==> src/rtl/mx_pkg.sv <==
package mx_pkg;
  typedef enum logic [1:0] {
    ST_IDLE  = 2'd0,
    ST_ENTER = 2'd1,
    ST_SCAN  = 2'd2,
    ST_LEAVE = 2'd3
  } mx_state_e;
endpackage

==> src/rtl/mx_mont_mul.sv <==
module mx_mont_mul #(
  parameter int KW = 16
) (
  input  logic          clk,
  input  logic          rst_n,
  input  logic          go,
  input  logic [KW-1:0] a,
  input  logic [KW-1:0] b,
  input  logic [KW-1:0] m,
  output logic [KW-1:0] res,
  output logic          fin,
  output logic          busy
);
  localparam int SW = KW + 2;
  localparam int CW = $clog2(KW + 1);

  logic [SW-1:0] s_q;
  logic [KW-1:0] a_q;
  logic [KW-1:0] b_q;
  logic [CW-1:0] cnt_q;
  logic          last_step;

  // one radix-2 Montgomery step: add the partial product, then make even and halve
  function automatic logic [SW-1:0] mont_step(input logic [SW-1:0] s,
                                              input logic [KW-1:0] av,
                                              input logic bit_i,
                                              input logic [KW-1:0] mv);
    logic [SW-1:0] t;
    logic [SW-1:0] u;
    t = s + (bit_i ? {2'b00, av} : '0);
    u = t + (t[0] ? {2'b00, mv} : '0);
    return u >> 1;
  endfunction

  function automatic logic [KW-1:0] reduce_once(input logic [SW-1:0] s,
                                                input logic [KW-1:0] mv);
    logic [SW-1:0] d;
    d = s - {2'b00, mv};
    return (s >= {2'b00, mv}) ? d[KW-1:0] : s[KW-1:0];
  endfunction

  assign last_step = (cnt_q == CW'(KW));

  always_ff @(posedge clk or negedge rst_n) begin
    if (!rst_n) begin
      s_q   <= '0;
      a_q   <= '0;
      b_q   <= '0;
      cnt_q <= '0;
      busy  <= 1'b0;
      fin   <= 1'b0;
      res   <= '0;
    end else begin
      fin <= 1'b0;
      if (go) begin
        s_q   <= '0;
        a_q   <= a;
        b_q   <= b;
        cnt_q <= '0;
        busy  <= 1'b1;
      end else if (busy) begin
        if (last_step) begin
          res  <= reduce_once(s_q, m);
          fin  <= 1'b1;
          busy <= 1'b0;
        end else begin
          s_q   <= mont_step(s_q, a_q, b_q[0], m);
          b_q   <= b_q >> 1;
          cnt_q <= cnt_q + 1'b1;
        end
      end
    end
  end

  AST_MM_GO_IDLE: assert property (@(posedge clk) disable iff (!rst_n)
    go |-> !busy);
  AST_MM_FIN_PULSE: assert property (@(posedge clk) disable iff (!rst_n)
    fin |=> !fin);
  AST_MM_RES_RANGE: assert property (@(posedge clk) disable iff (!rst_n)
    (fin && m != '0) |-> (res < m));
endmodule

==> src/rtl/mx_exp_scan.sv <==
module mx_exp_scan #(
  parameter int KW = 16
) (
  input  logic          clk,
  input  logic          rst_n,
  input  logic          load,
  input  logic [KW-1:0] exp_in,
  input  logic          adv,
  output logic          cur_bit,
  output logic          nxt_bit,
  output logic          last
);
  localparam int CW = $clog2(KW + 1);

  logic [KW-1:0] sh_q;
  logic [CW-1:0] rnd_q;

  always_ff @(posedge clk or negedge rst_n) begin
    if (!rst_n) begin
      sh_q  <= '0;
      rnd_q <= '0;
    end else if (load) begin
      sh_q  <= exp_in;
      rnd_q <= '0;
    end else if (adv) begin
      sh_q  <= sh_q >> 1;
      rnd_q <= rnd_q + 1'b1;
    end
  end

  assign cur_bit = sh_q[0];
  assign last    = (rnd_q == CW'(KW - 1));

  generate
    if (KW > 1) begin : g_next
      assign nxt_bit = sh_q[1];
    end else begin : g_single
      assign nxt_bit = 1'b0;
    end
  endgenerate

  AST_SCAN_BOUND: assert property (@(posedge clk) disable iff (!rst_n)
    adv |-> (rnd_q < CW'(KW)));
endmodule

==> src/rtl/mx_modexp.sv <==
module mx_modexp #(
  parameter int KW = 16
) (
  input  logic          clk,
  input  logic          rst_n,
  input  logic          start,
  input  logic [KW-1:0] msg_in,
  input  logic [KW-1:0] exp_in,
  input  logic [KW-1:0] mod_in,
  input  logic [KW-1:0] rsq_in,
  output logic          busy,
  output logic          done,
  output logic [KW-1:0] result
);
  import mx_pkg::*;

  localparam int LAT = (KW + 2) * (KW + 3);
  localparam int LW  = $clog2(LAT + 1);
  localparam logic [KW-1:0] ONE = KW'(1);

  mx_state_e     state_q;
  logic [KW-1:0] z_q, p_q, m_q, k_q;
  logic [1:0]    go_q;
  logic [KW-1:0] op_a [2];
  logic [KW-1:0] op_b [2];
  logic [KW-1:0] prod [2];
  logic [1:0]    fin;
  logic [1:0]    mbusy;
  logic          accept, scan_adv, cur_bit, nxt_bit, last_rnd;
  logic [LW-1:0] cyc_q;

  assign accept   = (state_q == ST_IDLE) && start;
  assign scan_adv = (state_q == ST_SCAN) && fin[1];
  assign busy     = (state_q != ST_IDLE);

  always_comb begin
    op_a[0] = '0; op_b[0] = '0;
    op_a[1] = '0; op_b[1] = '0;
    case (state_q)
      ST_ENTER: begin
        op_a[0] = ONE; op_b[0] = k_q;
        op_a[1] = p_q; op_b[1] = k_q;
      end
      ST_SCAN: begin
        op_a[0] = z_q; op_b[0] = p_q;
        op_a[1] = p_q; op_b[1] = p_q;
      end
      ST_LEAVE: begin
        op_a[0] = z_q; op_b[0] = ONE;
      end
      default: ;
    endcase
  end

  generate
    for (genvar g = 0; g < 2; g++) begin : g_mul
      mx_mont_mul #(.KW(KW)) u_mul (
        .clk  (clk),
        .rst_n(rst_n),
        .go   (go_q[g]),
        .a    (op_a[g]),
        .b    (op_b[g]),
        .m    (m_q),
        .res  (prod[g]),
        .fin  (fin[g]),
        .busy (mbusy[g])
      );
    end
  endgenerate

  mx_exp_scan #(.KW(KW)) u_scan (
    .clk    (clk),
    .rst_n  (rst_n),
    .load   (accept),
    .exp_in (exp_in),
    .adv    (scan_adv),
    .cur_bit(cur_bit),
    .nxt_bit(nxt_bit),
    .last   (last_rnd)
  );

  always_ff @(posedge clk or negedge rst_n) begin
    if (!rst_n) begin
      state_q <= ST_IDLE;
      z_q     <= '0;
      p_q     <= '0;
      m_q     <= '0;
      k_q     <= '0;
      go_q    <= '0;
      done    <= 1'b0;
      result  <= '0;
    end else begin
      go_q <= '0;
      done <= 1'b0;
      case (state_q)
        ST_IDLE: if (start) begin
          p_q     <= msg_in;
          m_q     <= mod_in;
          k_q     <= rsq_in;
          go_q    <= 2'b11;
          state_q <= ST_ENTER;
        end
        ST_ENTER: if (fin[1]) begin
          z_q     <= prod[0];
          p_q     <= prod[1];
          go_q    <= {1'b1, cur_bit};
          state_q <= ST_SCAN;
        end
        ST_SCAN: if (fin[1]) begin
          if (cur_bit) z_q <= prod[0];
          p_q <= prod[1];
          if (last_rnd) begin
            go_q    <= 2'b01;
            state_q <= ST_LEAVE;
          end else begin
            go_q <= {1'b1, nxt_bit};
          end
        end
        ST_LEAVE: if (fin[0]) begin
          result  <= prod[0];
          done    <= 1'b1;
          state_q <= ST_IDLE;
        end
        default: state_q <= ST_IDLE;
      endcase
    end
  end

  // cycle counter used only by the latency assertion
  always_ff @(posedge clk or negedge rst_n) begin
    if (!rst_n)      cyc_q <= '0;
    else if (accept) cyc_q <= '0;
    else if (busy)   cyc_q <= cyc_q + 1'b1;
  end

  AST_DONE_PULSE: assert property (@(posedge clk) disable iff (!rst_n)
    done |=> !done);
  AST_RESULT_RANGE: assert property (@(posedge clk) disable iff (!rst_n)
    (done && m_q != '0) |-> (result < m_q));
  AST_LATENCY: assert property (@(posedge clk) disable iff (!rst_n)
    done |-> (cyc_q == LW'(LAT)));
  AST_BUSY_KEEPS_MOD: assert property (@(posedge clk) disable iff (!rst_n)
    busy |=> $stable(m_q));
  AST_HOLD_ON_ZERO: assert property (@(posedge clk) disable iff (!rst_n)
    (scan_adv && !cur_bit) |=> $stable(z_q));
endmodule

==> config.mk <==
export PLATFORM = sky130hd
export DESIGN_NAME = mx_modexp
export DESIGN_NICKNAME = d
export VERILOG_FILES = /design/src/rtl/mx_pkg.sv /design/src/rtl/mx_mont_mul.sv /design/src/rtl/mx_exp_scan.sv /design/src/rtl/mx_modexp.sv
export SDC_FILE = /design/constraint.sdc
export NUM_CORES = 1
export LEC_CHECK = 0
export ABC_AREA = 1
export BUFFER_PORTS_ARGS = -buffer_cell sky130_fd_sc_hd__buf_2
export CORE_ASPECT_RATIO = 1.1
export CORE_MARGIN = 2
export CORE_UTILIZATION = 50
export CTS_CLUSTER_DIAMETER = 80
export DETAILED_ROUTE_END_ITERATION = 16
export PLACE_DENSITY = 0.78
export SETUP_SLACK_MARGIN = 0.4
export SLEW_MARGIN = 30
export SYNTH_ARGS = -nofsm -noshare
export SYNTH_HDL_FRONTEND = slang
export SYNTH_SLANG_ARGS = --single-unit
==> constraint.sdc <==
create_clock -name clk -period 3.5 [get_ports clk]
set_input_delay 0.175 -clock clk [delete_from_list [all_inputs] [get_ports clk]]
set_output_delay 0.175 -clock clk [all_outputs]
set_load 0.01 [all_outputs]
==> qor.csv, run 1 <==
stage,metric,value,unit
run_status,status,"finished, final reports clean",
synth,most numerous cell in the Yosys netlist,nand2_1,
synth,synthesized area,16190,um2
layout,n_diodes,0,
clock_tree,Clock Latency Late Sink,0.59,ns
synth,ys flop type,dfrtp_1,
die,die area,33830,um2
critical_path,worst r2r src,g_mul[0].u_mul.b_q[0]$_DFFE_PN0P_,
clock_tree,CTS tree,done,
grt,grt ovf,0,
synth,Synth area leaders,"dfrtp_1, nand2_1, ha_1, inv_1, o21ai_0",
layout,fin nets,2635,
power_and_ir_drop,Final Power,17.87,mW
critical_path,Critical Path Fanout Max,8,
synth,sequential area share after synthesis,0.3865,
critical_path,"reg-to-reg slack, setup",0.13,ns
clock_tree,number of buffers created by CTS,29,
grt,initial antenna violation count,0,
grt,largest net degree at the start of global routing,102,
die,chip width,175.6,um
timing,final period utilization,0.9643,
critical_path,worst-case reg-to-reg path depth,25,
timing,final setup fails,0,
synth,post-synth top area share,0.3865,
grt,first-pass GRT wire length,79.18,mm
grt,met1 Usage GRT,0.3776,
placement,DP Area,17100,um2
power_and_ir_drop,Peak VDD IR,685.9,uV
clock_tree,CTS Buffer Depth,3,
drt,final WL,51.24,mm
placement,I/O Buffers,84,
timing,Slew @ Worst Pin,0.9310,ns
placement,DPL Wire Length,36.54,mm
critical_path,startpoint type of the worst setup path,register,
synth,Unique masters post-synth,49,
grt,gr usage total,0.2944,
min_path,Hold Crit Depth,3,
drt,DR vias/cell,5.504,
min_path,Hold Crit Start,start,
synth,ys async rst share,1.000,
power_and_ir_drop,leakage,10.50,nW
clock_tree,H-tree levels,1,
timing,Clock Skew,0.03473,ns
layout,final core occ,0.6228,
run,MaxCap Viol Count,0,
synth,number of flops mapped to enable cells by yosys,0,
clock_tree,Clock transition at path regs,0.07,ns
die,I/O pins,85,
critical_path,WP data arrival,3.88,ns
timing,Slew HR,0.3784,
die,Core ar.,32120,um2
synth,syn nets,2434,
placement,GPL Wtd Cong,0.9784,
clock_tree,root buf cell,clkbuf_16,
drt,First-pass DRT Iterations,6,
synth,leading cell types by count after synthesis,"nand2_1, inv_1, dfrtp_1",
layout,design area,20000,um2
critical_path,Worst EP required,4.01,ns
layout,layout cells sized above 1,0.1673,
grt,global route hottest layer,met2,
critical_path,crit end category,register,
timing,count of final hold-check violations,0,
critical_path,RR Endpoint,g_mul[0].u_mul.s_q[16]$_DFFE_PN0P_,
synth,Cells after Synth,2256,
min_path,Hold/Removal Path Class,input pin to register,
drt,Detail Route Antenna Nets,0,
synth,Syn Area/Cell,7.175,um2
synth,"area leader, netlist",dfrtp_1,
min_path,Hold Crit Endpoint,go_q[1]$_DFF_PN0_,
drt,initial drt markers,1577,
clock_tree,CTS sink count,250,
critical_path,"Worst Path Class, Setup",register to register,
drt,Vias,15996,
timing,Final min period,3.375,ns
grt,met2 usage,0.5012,
placement,post-placement setup slack,0.1037,ns
drt,wire per inst,17.63,um
power_and_ir_drop,Power Dens Cells,893.6,nW/um2
timing,final worst slack,0.1251,ns
layout,P&R area growth vs syn,23.56,%
timing,hold slack,0.04360,ns
grt,met3 Use GR,0.03349,
timing,max-slew violations,0,
drt,DRC violations left,0,
die,# rows,69,
synth,synth warn,0,
grt,vias in the first global route,15391,
timing,fmax,296.3,MHz
die,Initial Util,0.5040,
die,Die Height,192.7,um
synth,"FF+latch count, synth",250,
timing,RSZ-0062 raised after global routing,true,
==> worst max path at each step <==
stage / from / to / slack, ns / depth (start not counted)
after floorplan: g_mul[1].u_mul.b_q[0]$_DFFE_PN0P_ / g_mul[1].u_mul.s_q[16]$_DFFE_PN0P_ / 0.38 / 26
after global placement: g_mul[0].u_mul.b_q[0]$_DFFE_PN0P_ / g_mul[0].u_mul.s_q[16]$_DFFE_PN0P_ / 0.14 / 20
after detailed placement: g_mul[0].u_mul.b_q[0]$_DFFE_PN0P_ / g_mul[0].u_mul.s_q[16]$_DFFE_PN0P_ / 0.10 / 24
after CTS: g_mul[0].u_mul.b_q[0]$_DFFE_PN0P_ / g_mul[0].u_mul.s_q[16]$_DFFE_PN0P_ / 0.36 / 21
after global routing: g_mul[0].u_mul.b_q[0]$_DFFE_PN0P_ / g_mul[0].u_mul.s_q[16]$_DFFE_PN0P_ / -0.004 / 23
final: g_mul[0].u_mul.b_q[0]$_DFFE_PN0P_ / g_mul[0].u_mul.s_q[16]$_DFFE_PN0P_ / 0.13 / 25
==> registers in the layout, summed over array words and instances (netlist names), 32 cells and up <==
register,count
g_mul.u_mul.a_q,32
g_mul.u_mul.b_q,32
g_mul.u_mul.res,32
g_mul.u_mul.s_q,34
==> worst max-delay path, cell delays in order, from the launching register on <==
cell,delay [ns]
dfrtp_2,0.46
buf_8,0.17
nand2_4,0.06
inv_2,0.04
ha_4,0.28
nand2_4,0.10
inv_2,0.04
nand2_2,0.08
nand2_2,0.08
nand2_2,0.08
nand3_2,0.09
a21oi_4,0.19
o21bai_1,0.11
xor2_1,0.16
ha_1,0.37
nand2_2,0.11
nor2_4,0.12
and3_4,0.19
nand2_2,0.06
nand2_2,0.09
nand2_2,0.07
nand2_2,0.07
nand2_1,0.05
nand2_1,0.06
nand3_1,0.06
nand2_1,0.10
==> layout make-up <==
cell class	instances	area, um2
Fill cell	2765	12120
Multi-Input combinational cell	1634	9280
Clock buffer	40	827.0
Tap cell	426	533.0
Inverter	307	1155
Clock inverter	14	153.9
Sequential cell	250	6257
Timing Repair Buffer	235	1794
==> layer usage <==
layer / vias to the layer above / routed length, um
met5: - / 0
met4: 0 / 2762
met3: 150 / 3222
met2: 622 / 24480
met1: 7597 / 20780
li1: 7627 / -
==> through the flow <==
step | TNS (ns) | std cells
global placement | 0 | 2729
global route | -0.003586 | 2906
finish | 0 | 2906
floorplan | 0 | 2256
detailed placement | 0 | 2729
CTS | 0 | 2870
==> layout by cell type (no fill, tap or decap), drive strengths merged, types with 2 or more instances in the layout <==
cell type | netlist | layout
a21o | 4 | 4
clkbuf | 36 | 41
nor3 | 13 | 13
o211ai | 3 | 3
xor2 | 28 | 28
a31oi | 18 | 18
and3 | 4 | 4
clkinvlp | 0 | 3
clkinv | 2 | 8
dlygate4sd3 | 0 | 66
nand4 | 7 | 7
o21a | 2 | 2
nor2 | 129 | 129
inv | 305 | 308
buf | 29 | 168
o21bai | 12 | 12
bufinv | 0 | 2
nand2 | 801 | 801
ha | 105 | 105
nand3 | 131 | 131
fa | 6 | 6
o21ai | 167 | 167
dfrtp | 250 | 250
nor4 | 2 | 2
a211oi | 3 | 3
xnor2 | 20 | 20
o22ai | 29 | 29
nand3b | 20 | 20
a21oi | 111 | 111
o221ai | 12 | 12
and2 | 3 | 3
==> cells by family after synthesis <==
group                      after synthesis  synth area share
AOI/OAI and AO/OA                      364            0.1251
and+or+nand+nor                       1111            0.2837
adders and majority gates              111           0.08858
xor gates and xnor gates                48           0.02597
DFF                                    250            0.3865
buffers and inverters                  372           0.09021
==> power by group <==
part           internal [mW]  leakage, nW  switching (mW)
Sequential              3.41         2.96           0.396
Combinational           4.51         7.05            6.40
Clock                   1.81        0.478            1.34
==> what timing repair did <==
| action | CTS | global route |
|---|---|---|
| setup endpoints to repair | 16 | 20 |
| cloned | 0 | 2 |
| pin swaps | 30 | 88 |
| gates resized for setup | 61 | 136 |
| endpoints found under the hold margin | 161 | 0 |
| buffers inserted | 21 | 34 |
| hold buffers | 66 | 0 |
(Power assumes the default switching activity.)
==> run 2, diff against run 1 <==
--- a/config.mk
+++ b/config.mk
@@ -17,4 +17,5 @@
 export SLEW_MARGIN = 30
 export SYNTH_ARGS = -nofsm -noshare
 export SYNTH_HDL_FRONTEND = slang
+export SYNTH_HIERARCHICAL = 1
 export SYNTH_SLANG_ARGS = --single-unit
==> run 2 against run 1 <==
Against the previous run: setup slack improved by 0.10 ns; critical endpoint is now g_mul[0].u_mul/s_q[14]$_DFFE_PN0P_; register-to-register slack gained 0.10 ns; largest power group is now the clock network; critical path type unchanged; via count is 3.1% higher.
==> qor.csv, run 2 <==
stage,metric,value,unit,change
critical_path,startpoint type of the worst setup path,register,,
synth,Unique masters post-synth,53,,+8.2%
grt,grt ovf,0,,unchanged
clock_tree,CTS sink count,250,,unchanged
timing,final period utilization,0.9344,,-0.02988
timing,Slew @ Worst Pin,0.8902,ns,-0.04079 ns
synth,Syn Area/Cell,7.174,um2,about the same
run_status,status,"finished, final reports clean",,
synth,number of flops mapped to enable cells by yosys,0,,unchanged
drt,wire per inst,17.21,um,-2.4%
synth,"area leader, netlist",dfrtp_1,,
synth,synth warn,6,,+6
synth,most numerous cell in the Yosys netlist,nand2_1,,
die,I/O pins,85,,unchanged
synth,syn nets,2569,,+5.5%
layout,layout cells sized above 1,0.1856,,+0.01828
die,chip width,180.6,um,+2.9%
layout,Sequential cell area,6259,um2,about the same
min_path,Hold Crit Start,msg_in[10],,
power_and_ir_drop,Peak VDD IR,353.0,uV,-49%
grt,largest net degree at the start of global routing,102,,unchanged
min_path,Hold Crit Depth,4,,+1
critical_path,Worst path slowest cell,dfrtp_2,,
die,# rows,71,,+2.9%
clock_tree,H-tree levels,1,,unchanged
critical_path,crit end category,register,,
drt,final WL,52.05,mm,+1.6%
min_path,Hold/Removal Path Class,input pin to register,,
critical_path,RR Endpoint,g_mul[0].u_mul/s_q[14]$_DFFE_PN0P_,,
layout,final core occ,0.6109,,-0.01183
grt,vias in the first global route,16153,,+5.0%
power_and_ir_drop,leakage,11.39,nW,+8.5%
timing,setup TNS,0,ns,unchanged
drt,First-pass DRT Iterations,7,,+1
clock_tree,CTS tree,done,,
drt,Detail Route Antenna Nets,0,,unchanged
critical_path,"reg-to-reg slack, setup",0.23,ns,+0.10 ns
drt,DRC violations left,0,,unchanged
layout,P&R area growth vs syn,21.23,%,
clock_tree,root buf cell,clkbuf_16,,
critical_path,slowest cell delay on critical path,0.43,ns,-0.03 ns
layout,n_diodes,0,,unchanged
clock_tree,Clock transition at path regs,0.06,ns,about the same
critical_path,worst-case reg-to-reg path depth,20,,-20%
timing,Clock Skew,0.01633,ns,-0.01840 ns
die,Core ar.,34020,um2,+5.9%
min_path,Hold Crit Endpoint,p_q[10]$_DFFE_PN0P_,,
placement,DPL Wire Length,36.34,mm,-0.54%
layout,max reg flops,34,,unchanged
critical_path,"Worst Path Class, Setup",register to register,,
synth,sequential area share after synthesis,0.3649,,-0.02163
die,Die Height,198.2,um,+2.9%
timing,final setup fails,0,,unchanged
timing,max-slew violations,0,,unchanged
die,die area,35790,um2,+5.8%
layout,fillers,2931,,+6.0%
synth,ys async rst share,1.000,,unchanged
placement,I/O Buffers,84,,unchanged
grt,first-pass GRT wire length,82.47,mm,+4.2%
drt,DR vias/cell,5.453,,-0.93%
synth,post-synth top area share,0.3649,,-0.02163
layout,design area,20790,um2,+3.9%
synth,Cells after Synth,2390,,+5.9%
run,MaxCap Viol Count,0,,unchanged
layout,"commonest non-fill, non-tap cell in the layout",nand2_1,,
grt,initial antenna violation count,0,,unchanged
die,Initial Util,0.5040,,about the same
critical_path,WP data arrival,3.71,ns,-0.17 ns
placement,GPL Wtd Cong,0.9733,,-0.52%
timing,Final min period,3.270,ns,-0.1046 ns
clock_tree,CTS Buffer Depth,3,,unchanged
synth,Synth area leaders,"dfrtp_1, nand2_1, inv_1, ha_1, nand3_1",,
clock_tree,Clock Latency Late Sink,0.58,ns,about the same
placement,DP Area,17910,um2,+4.7%
drt,initial drt markers,1244,,-21%
timing,fmax,305.8,MHz,+3.2%
power_and_ir_drop,Power Dens Cells,303.7,nW/um2,-66%
critical_path,worst r2r src,g_mul[0].u_mul/b_q[0]$_DFFE_PN0P_,,
layout,Largest Register,g_mul.u_mul/s_q,,
timing,Slew HR,0.4065,,+0.02809
layout,fin nets,2744,,+4.1%
critical_path,Critical Path Fanout Max,5,,-3
critical_path,Worst EP required,3.94,ns,-0.07 ns
drt,Vias,16490,,+3.1%
layout,"commonest non-fill, non-tap cells in the layout","nand2_1, inv_1, dfrtp_1",,
critical_path,CP most frequent cell,nand2_1,,
synth,ys flop type,dfrtp_1,,
clock_tree,number of buffers created by CTS,28,,-3.4%
timing,count of final hold-check violations,0,,unchanged
critical_path,CP Cell Sequence,buf_12 > buf_2 > nand2_1 > inv_1 > ha_1 > nand2_1 > nor2_1 > a211oi_1 > nand2_1 > xor2_2 > ha_1 > nand2_2 > inv_1 > nand2_1 > nand2_1 > a21oi_2 > nand2_2 > or2_4 > nand3_2 > o21ai_2,,
synth,leading cell types by count after synthesis,"nand2_1, inv_1, dfrtp_1",,
layout,Multi-input gate area,9922,um2,+6.9%
synth,synthesized area,17150,um2,+5.9%
grt,gr usage total,0.2859,,-0.008487
timing,RSZ-0062 raised after global routing,true,,
synth,"FF+latch count, synth",250,,unchanged
run 2: cell types whose count changed after synthesis, sizes merged, moves of 17 or more:
cell | before | now
inv | 305 | 379
or2 | 0 | 23
nand2 | 801 | 849
o22ai | 29 | 12
o21ai | 167 | 146
run 2: per-stage QoR:
| step | hold WS (ns) | setup slack (ns) | instances | power (mW) |
|---|---|---|---|---|
| 2_1_floorplan | -0.1206 | 0.3280 | 2390 | 2.956 |
| 3_3_place_gp | 0.2826 | -0.003431 | 2862 | 3.060 |
| 3_5_place_dp | 0.2872 | -0.04980 | 2862 | 3.062 |
| 4_1_cts | 0.009913 | 0.3194 | 3011 | 6.361 |
| 5_1_grt | 0.07517 | 0.05363 | 3024 | 6.471 |
| 6_report | 0.03594 | 0.2297 | 3024 | 6.312 |
run 2: layout make-up:
cell class                      instances  area share
Tap cell                              438     0.02636
Multi-Input combinational cell       1687      0.4773
Timing Repair Buffer                  218     0.07741
Clock buffer                           34     0.03672
Sequential cell                       250      0.3011
Clock inverter                         17     0.01222
Inverter                              380     0.06886
run 2: cells by family (layout without fill, tap and decap cells):
kind of cell	after synthesis	in the layout	synth area share
AO/OA/AOI/OAI	346	346	0.1253
XOR/XNOR	47	47	0.02401
adder cells (fa/ha/maj)	112	112	0.08436
buffers and inverters	453	649	0.1086
flip-flops	250	250	0.3649
AND/OR/NAND/NOR	1182	1182	0.2929
run 2: report_power, final:
group          switching [mW]  internal (mW)
Sequential                  0           2.89
Combinational          0.0902         0.0809
Clock                    1.31           1.94
Total                    1.40           4.91
run 2: how the worst max path moves through the flow:
stage / from / end / slack [ns] / cells past startpoint
2_1_floorplan: g_mul[1].u_mul/b_q[0]$_DFFE_PN0P_ / g_mul[1].u_mul/s_q[16]$_DFFE_PN0P_ / 0.33 / 26
3_3_place_gp: g_mul[1].u_mul/b_q[0]$_DFFE_PN0P_ / g_mul[1].u_mul/s_q[16]$_DFFE_PN0P_ / -0.003 / 24
3_5_place_dp: g_mul[1].u_mul/b_q[0]$_DFFE_PN0P_ / g_mul[1].u_mul/s_q[16]$_DFFE_PN0P_ / -0.05 / 24
4_1_cts: g_mul[0].u_mul/b_q[0]$_DFFE_PN0P_ / g_mul[0].u_mul/s_q[14]$_DFFE_PN0P_ / 0.32 / 26
5_1_grt: g_mul[1].u_mul/b_q[0]$_DFFE_PN0P_ / g_mul[1].u_mul/s_q[16]$_DFFE_PN0P_ / 0.05 / 24
6_report: g_mul[0].u_mul/b_q[0]$_DFFE_PN0P_ / g_mul[0].u_mul/s_q[14]$_DFFE_PN0P_ / 0.23 / 20
run 2: what timing repair did:
item | CTS | global route
hold buffers | 59 | 0
buffers inserted | 38 | 13
setup endpoints to repair | 21 | 25
gates cloned | 1 | 0
gates resized for setup | 124 | 76
pin swaps | 67 | 50
endpoints found under the hold margin | 154 | 0
run 2: metal layers:
| metal | vias to the layer above | routed length, um | share of wire | global-route usage |
|---|---|---|---|---|
| met5 | - | 0 | 0 | 0 |
| met4 | 0 | 2414 | 0.046 | 0.1353 |
| met3 | 150 | 2525 | 0.049 | 0.02906 |
| met2 | 580 | 26200 | 0.50 | 0.5062 |
| met1 | 7848 | 20910 | 0.40 | 0.3509 |
| li1 | 7912 | - | - | - |
run 2: worst max-delay path: cells and delay by family, from the launching register on:
family,cells,cell delay [ns]
AO/OA/AOI/OAI,3,0.45
XOR/XNOR,1,0.17
adder cells (fa/ha/maj),2,0.66
buffers and inverters,4,0.37
flip-flops,1,0.43
AND/OR/NAND/NOR,10,1.06
==> run 3, diff against run 2 <==
--- a/config.mk
+++ b/config.mk
@@ -8,7 +8,7 @@
 export ABC_AREA = 1
 export BUFFER_PORTS_ARGS = -buffer_cell sky130_fd_sc_hd__buf_2
 export CORE_ASPECT_RATIO = 1.1
-export CORE_MARGIN = 2
+export CORE_MARGIN = 10
 export CORE_UTILIZATION = 50
 export CTS_CLUSTER_DIAMETER = 80
 export DETAILED_ROUTE_END_ITERATION = 16
@@ -17,5 +17,4 @@
 export SLEW_MARGIN = 30
 export SYNTH_ARGS = -nofsm -noshare
 export SYNTH_HDL_FRONTEND = slang
-export SYNTH_HIERARCHICAL = 1
 export SYNTH_SLANG_ARGS = --single-unit
==> run 3 against run 2 <==
Against the previous run: die area up 12%; sequential share of layout area up 1.2 points; critical path type unchanged; critical path depth up 5; register-to-register slack worse by 0.02 ns; core utilization up 1.1 points; largest cell class unchanged; setup slack worse by 0.017 ns; clock skew up 0.012 ns; highest routed layer unchanged.
==> qor.csv, run 3 (same netlist as run 1, synthesis figures left out) <==
stage,metric,value,unit,change
die,Core ar.,32120,um2,-5.6%
grt,largest net degree at the start of global routing,93,,-8.8%
timing,count of final hold-check violations,0,,unchanged
critical_path,"Worst Path Class, Setup",register to register,,
clock_tree,Clock transition at path regs,0.06,ns,about the same
critical_path,WP data arrival,3.78,ns,+0.07 ns
grt,global route hottest layer,met2,,
layout,Multi-input gate area,9340,um2,-5.9%
layout,final std cells w/o fill,2895,,-4.3%
layout,"commonest non-fill, non-tap cells in the layout","nand2_1, inv_1, dfrtp_1",,
layout,fin nets,2626,,-4.3%
clock_tree,CTS Buffer Depth,3,,unchanged
clock_tree,root buf cell,clkbuf_16,,
critical_path,Worst path slowest cell,dfrtp_2,,
timing,Final min period,3.288,ns,+0.01738 ns
power_and_ir_drop,sequential share of power,0.197,,-0.261
critical_path,worst r2r src,g_mul[0].u_mul.b_q[0]$_DFFE_PN0P_,,
critical_path,slowest cell delay on critical path,0.47,ns,+0.04 ns
critical_path,Critical Path Fanout Max,8,,+3
timing,hold slack,0.2552,ns,+0.2193 ns
critical_path,"CP delay by family, top",simple AND/OR/NAND/NOR gates,,
critical_path,crit end category,register,,
power_and_ir_drop,Logic pwr share,0.652,,+0.625
power_and_ir_drop,leakage,10.42,nW,-8.5%
timing,Slew HR,0.5272,,+0.1207
layout,P&R area growth vs syn,23.30,%,
timing,fmax,304.2,MHz,-0.53%
placement,I/O Buffers,84,,unchanged
placement,DPL Wire Length,37.92,mm,+4.3%
layout,max reg flops,34,,unchanged
grt,first-pass GRT wire length,81.03,mm,-1.7%
die,Die Height,208.7,um,+5.3%
critical_path,startpoint type of the worst setup path,register,,
layout,"commonest non-fill, non-tap cell in the layout",nand2_1,,
placement,post-placement setup slack,0.07956,ns,+0.1294 ns
drt,Vias,15916,,-3.5%
timing,Clock Skew,0.02856,ns,+0.01223 ns
layout,Sequential cell area,6259,um2,unchanged
min_path,Hold/Removal Path Class,input pin to asynchronous set/reset pin,,
die,Initial Util,0.5040,,about the same
power_and_ir_drop,Cell Int Power,10.44,mW,+110%
critical_path,Worst EP required,3.99,ns,+0.05 ns
drt,final WL,51.97,mm,-0.14%
drt,initial drt markers,1381,,+11%
run_status,status,"finished, final reports clean",,
drt,wire per inst,17.95,um,+4.3%
placement,GPL Wtd Cong,1.006,,+3.4%
drt,First-pass DRT Iterations,6,,-1
die,I/O pins,85,,unchanged
power_and_ir_drop,switching share of power,0.4615,,+0.2390
grt,vias in the first global route,15588,,-3.5%
grt,met1 Usage GRT,0.3139,,-0.03705
layout,layout cells sized above 1,0.1693,,-0.01632
drt,Detail Route Antenna Nets,0,,unchanged
timing,max-slew violations,0,,unchanged
clock_tree,H-tree levels,1,,unchanged
critical_path,crit path buf inv count,3,,-1
timing,final setup fails,0,,unchanged
power_and_ir_drop,Peak VDD IR,898.7,uV,+150%
grt,grt ovf,0,,unchanged
timing,Slew @ Worst Pin,0.7018,ns,-0.1884 ns
die,# rows,69,,-2.8%
critical_path,"reg-to-reg slack, setup",0.21,ns,-0.02 ns
timing,final period utilization,0.9393,,+0.004966
power_and_ir_drop,Power Dens Cells,971.0,nW/um2,+220%
run,MaxCap Viol Count,0,,unchanged
layout,Largest Register,g_mul.u_mul.s_q,,
grt,initial antenna violation count,0,,unchanged
placement,placed cells,2736,,-4.4%
grt,gr usage total,0.2495,,-0.03642
layout,fillers,2802,,-4.4%
drt,DRC violations left,0,,unchanged
critical_path,CP Launch Point,g_mul[0].u_mul.b_q[0]$_DFFE_PN0P_,,
power_and_ir_drop,switching power,8.944,mW,+540%
power_and_ir_drop,Clk pwr share,0.150,,-0.365
timing,RSZ-0062 raised after global routing,true,,
die,die area,39980,um2,+12%
die,chip width,191.6,um,+6.1%
grt,met3 Use GR,0.02881,,-0.0002460
clock_tree,CTS sink count,250,,unchanged
layout,n_diodes,0,,unchanged
drt,DR vias/cell,5.498,,+0.82%
timing,setup TNS,0,ns,unchanged
clock_tree,Clock Latency Late Sink,0.58,ns,about the same
clock_tree,CTS tree,done,,
clock_tree,number of buffers created by CTS,28,,unchanged
timing,final worst slack,0.2123,ns,-0.01738 ns
grt,met2 usage,0.4187,,-0.08749
critical_path,CP most frequent cell,nand2_1,,
==> run 3: cell types whose count changed in the layout (fill, tap and decap cells not counted), moves of 15 or more <==
| cell | previous run | this run |
|---|---|---|
| o21ai_0 | 86 | 131 |
| nand2_2 | 67 | 52 |
| a31oi_1 | 2 | 17 |
| a22o_1 | 16 | 0 |
| o21ai_2 | 32 | 6 |
| inv_1 | 362 | 288 |
| o221ai_1 | 28 | 12 |
| or2_2 | 19 | 0 |
| nand2_1 | 768 | 732 |
| o22ai_1 | 12 | 29 |
==> run 3: power by group through the flow <==
stage | registers (mW) | logic [mW] | clock network [mW]
2_1_floorplan | 3.64 | 6.63 | 0
3_3_place_gp | 3.81 | 8.65 | 0
3_5_place_dp | 3.82 | 8.72 | 0
4_1_cts | 3.80 | 9.74 | 2.94
5_1_grt | 3.86 | 13.8 | 3.07
6_report | 3.82 | 12.6 | 2.92
==> run 3: per-stage QoR <==
stage / total power, mW / utilization / instance area [um2]
5_1_grt: 20.73 / 0.6215 / 19960
4_1_cts: 16.49 / 0.5970 / 19170
3_5_place_dp: 12.54 / 0.5340 / 17150
3_3_place_gp: 12.46 / 0.5340 / 17150
6_report: 19.38 / 0.6215 / 19960
2_1_floorplan: 10.27 / - / 16230
==> run 3: worst paths after layout <==
check | end | depth (start not counted)
worst min register to register | g_mul[0].u_mul.cnt_q[4]$_DFFE_PN0P_ | 1
worst min-delay path | g_mul[0].u_mul.a_q[9]$_DFFE_PN0P_ | 2
worst max register to register | g_mul[0].u_mul.s_q[16]$_DFFE_PN0P_ | 25
max in group asynchronous | g_mul[1].u_mul.b_q[0]$_DFFE_PN0P_ | 3
min in group clk | m_q[0]$_DFFE_PN0P_ | 5
worst max-delay path | g_mul[0].u_mul.s_q[16]$_DFFE_PN0P_ | 25
==> run 3: repair_timing <==
item / in CTS / in global routing
hold buffers: 65 / 0
pin swaps: 28 / 81
endpoints found under the setup margin: 20 / 22
cloned: 0 / 1
setup buffers: 17 / 25
hold endpoints to repair: 152 / 0
resized for setup: 66 / 155
==> run 3: per-layer routing <==
metal / wire length, um / part of all wire
met3: 3167 / 0.061
met4: 2619 / 0.050
met5: 0 / 0
met2: 25090 / 0.48
met1: 21100 / 0.41
==> run 3: area by class of cell <==
type | instances | area share
clock inverter | 11 | 0.004952
sequential | 250 | 0.3136
inverter | 307 | 0.05799
multi-input combinational | 1634 | 0.4680
tap | 426 | 0.02671
timing repair buffer | 227 | 0.08795
clock buffer | 40 | 0.04087
==> run 3: worst reg2reg max path, delay by kind of cell (launching register included) <==
kind | cells | cell delay (ns)
xor gates and xnor gates | 1 | 0.19
adders and majority gates | 2 | 0.61
buffers and inverters | 3 | 0.28
and+or+nand+nor | 17 | 1.37
DFF | 1 | 0.47
AOI/OAI and AO/OA | 2 | 0.29
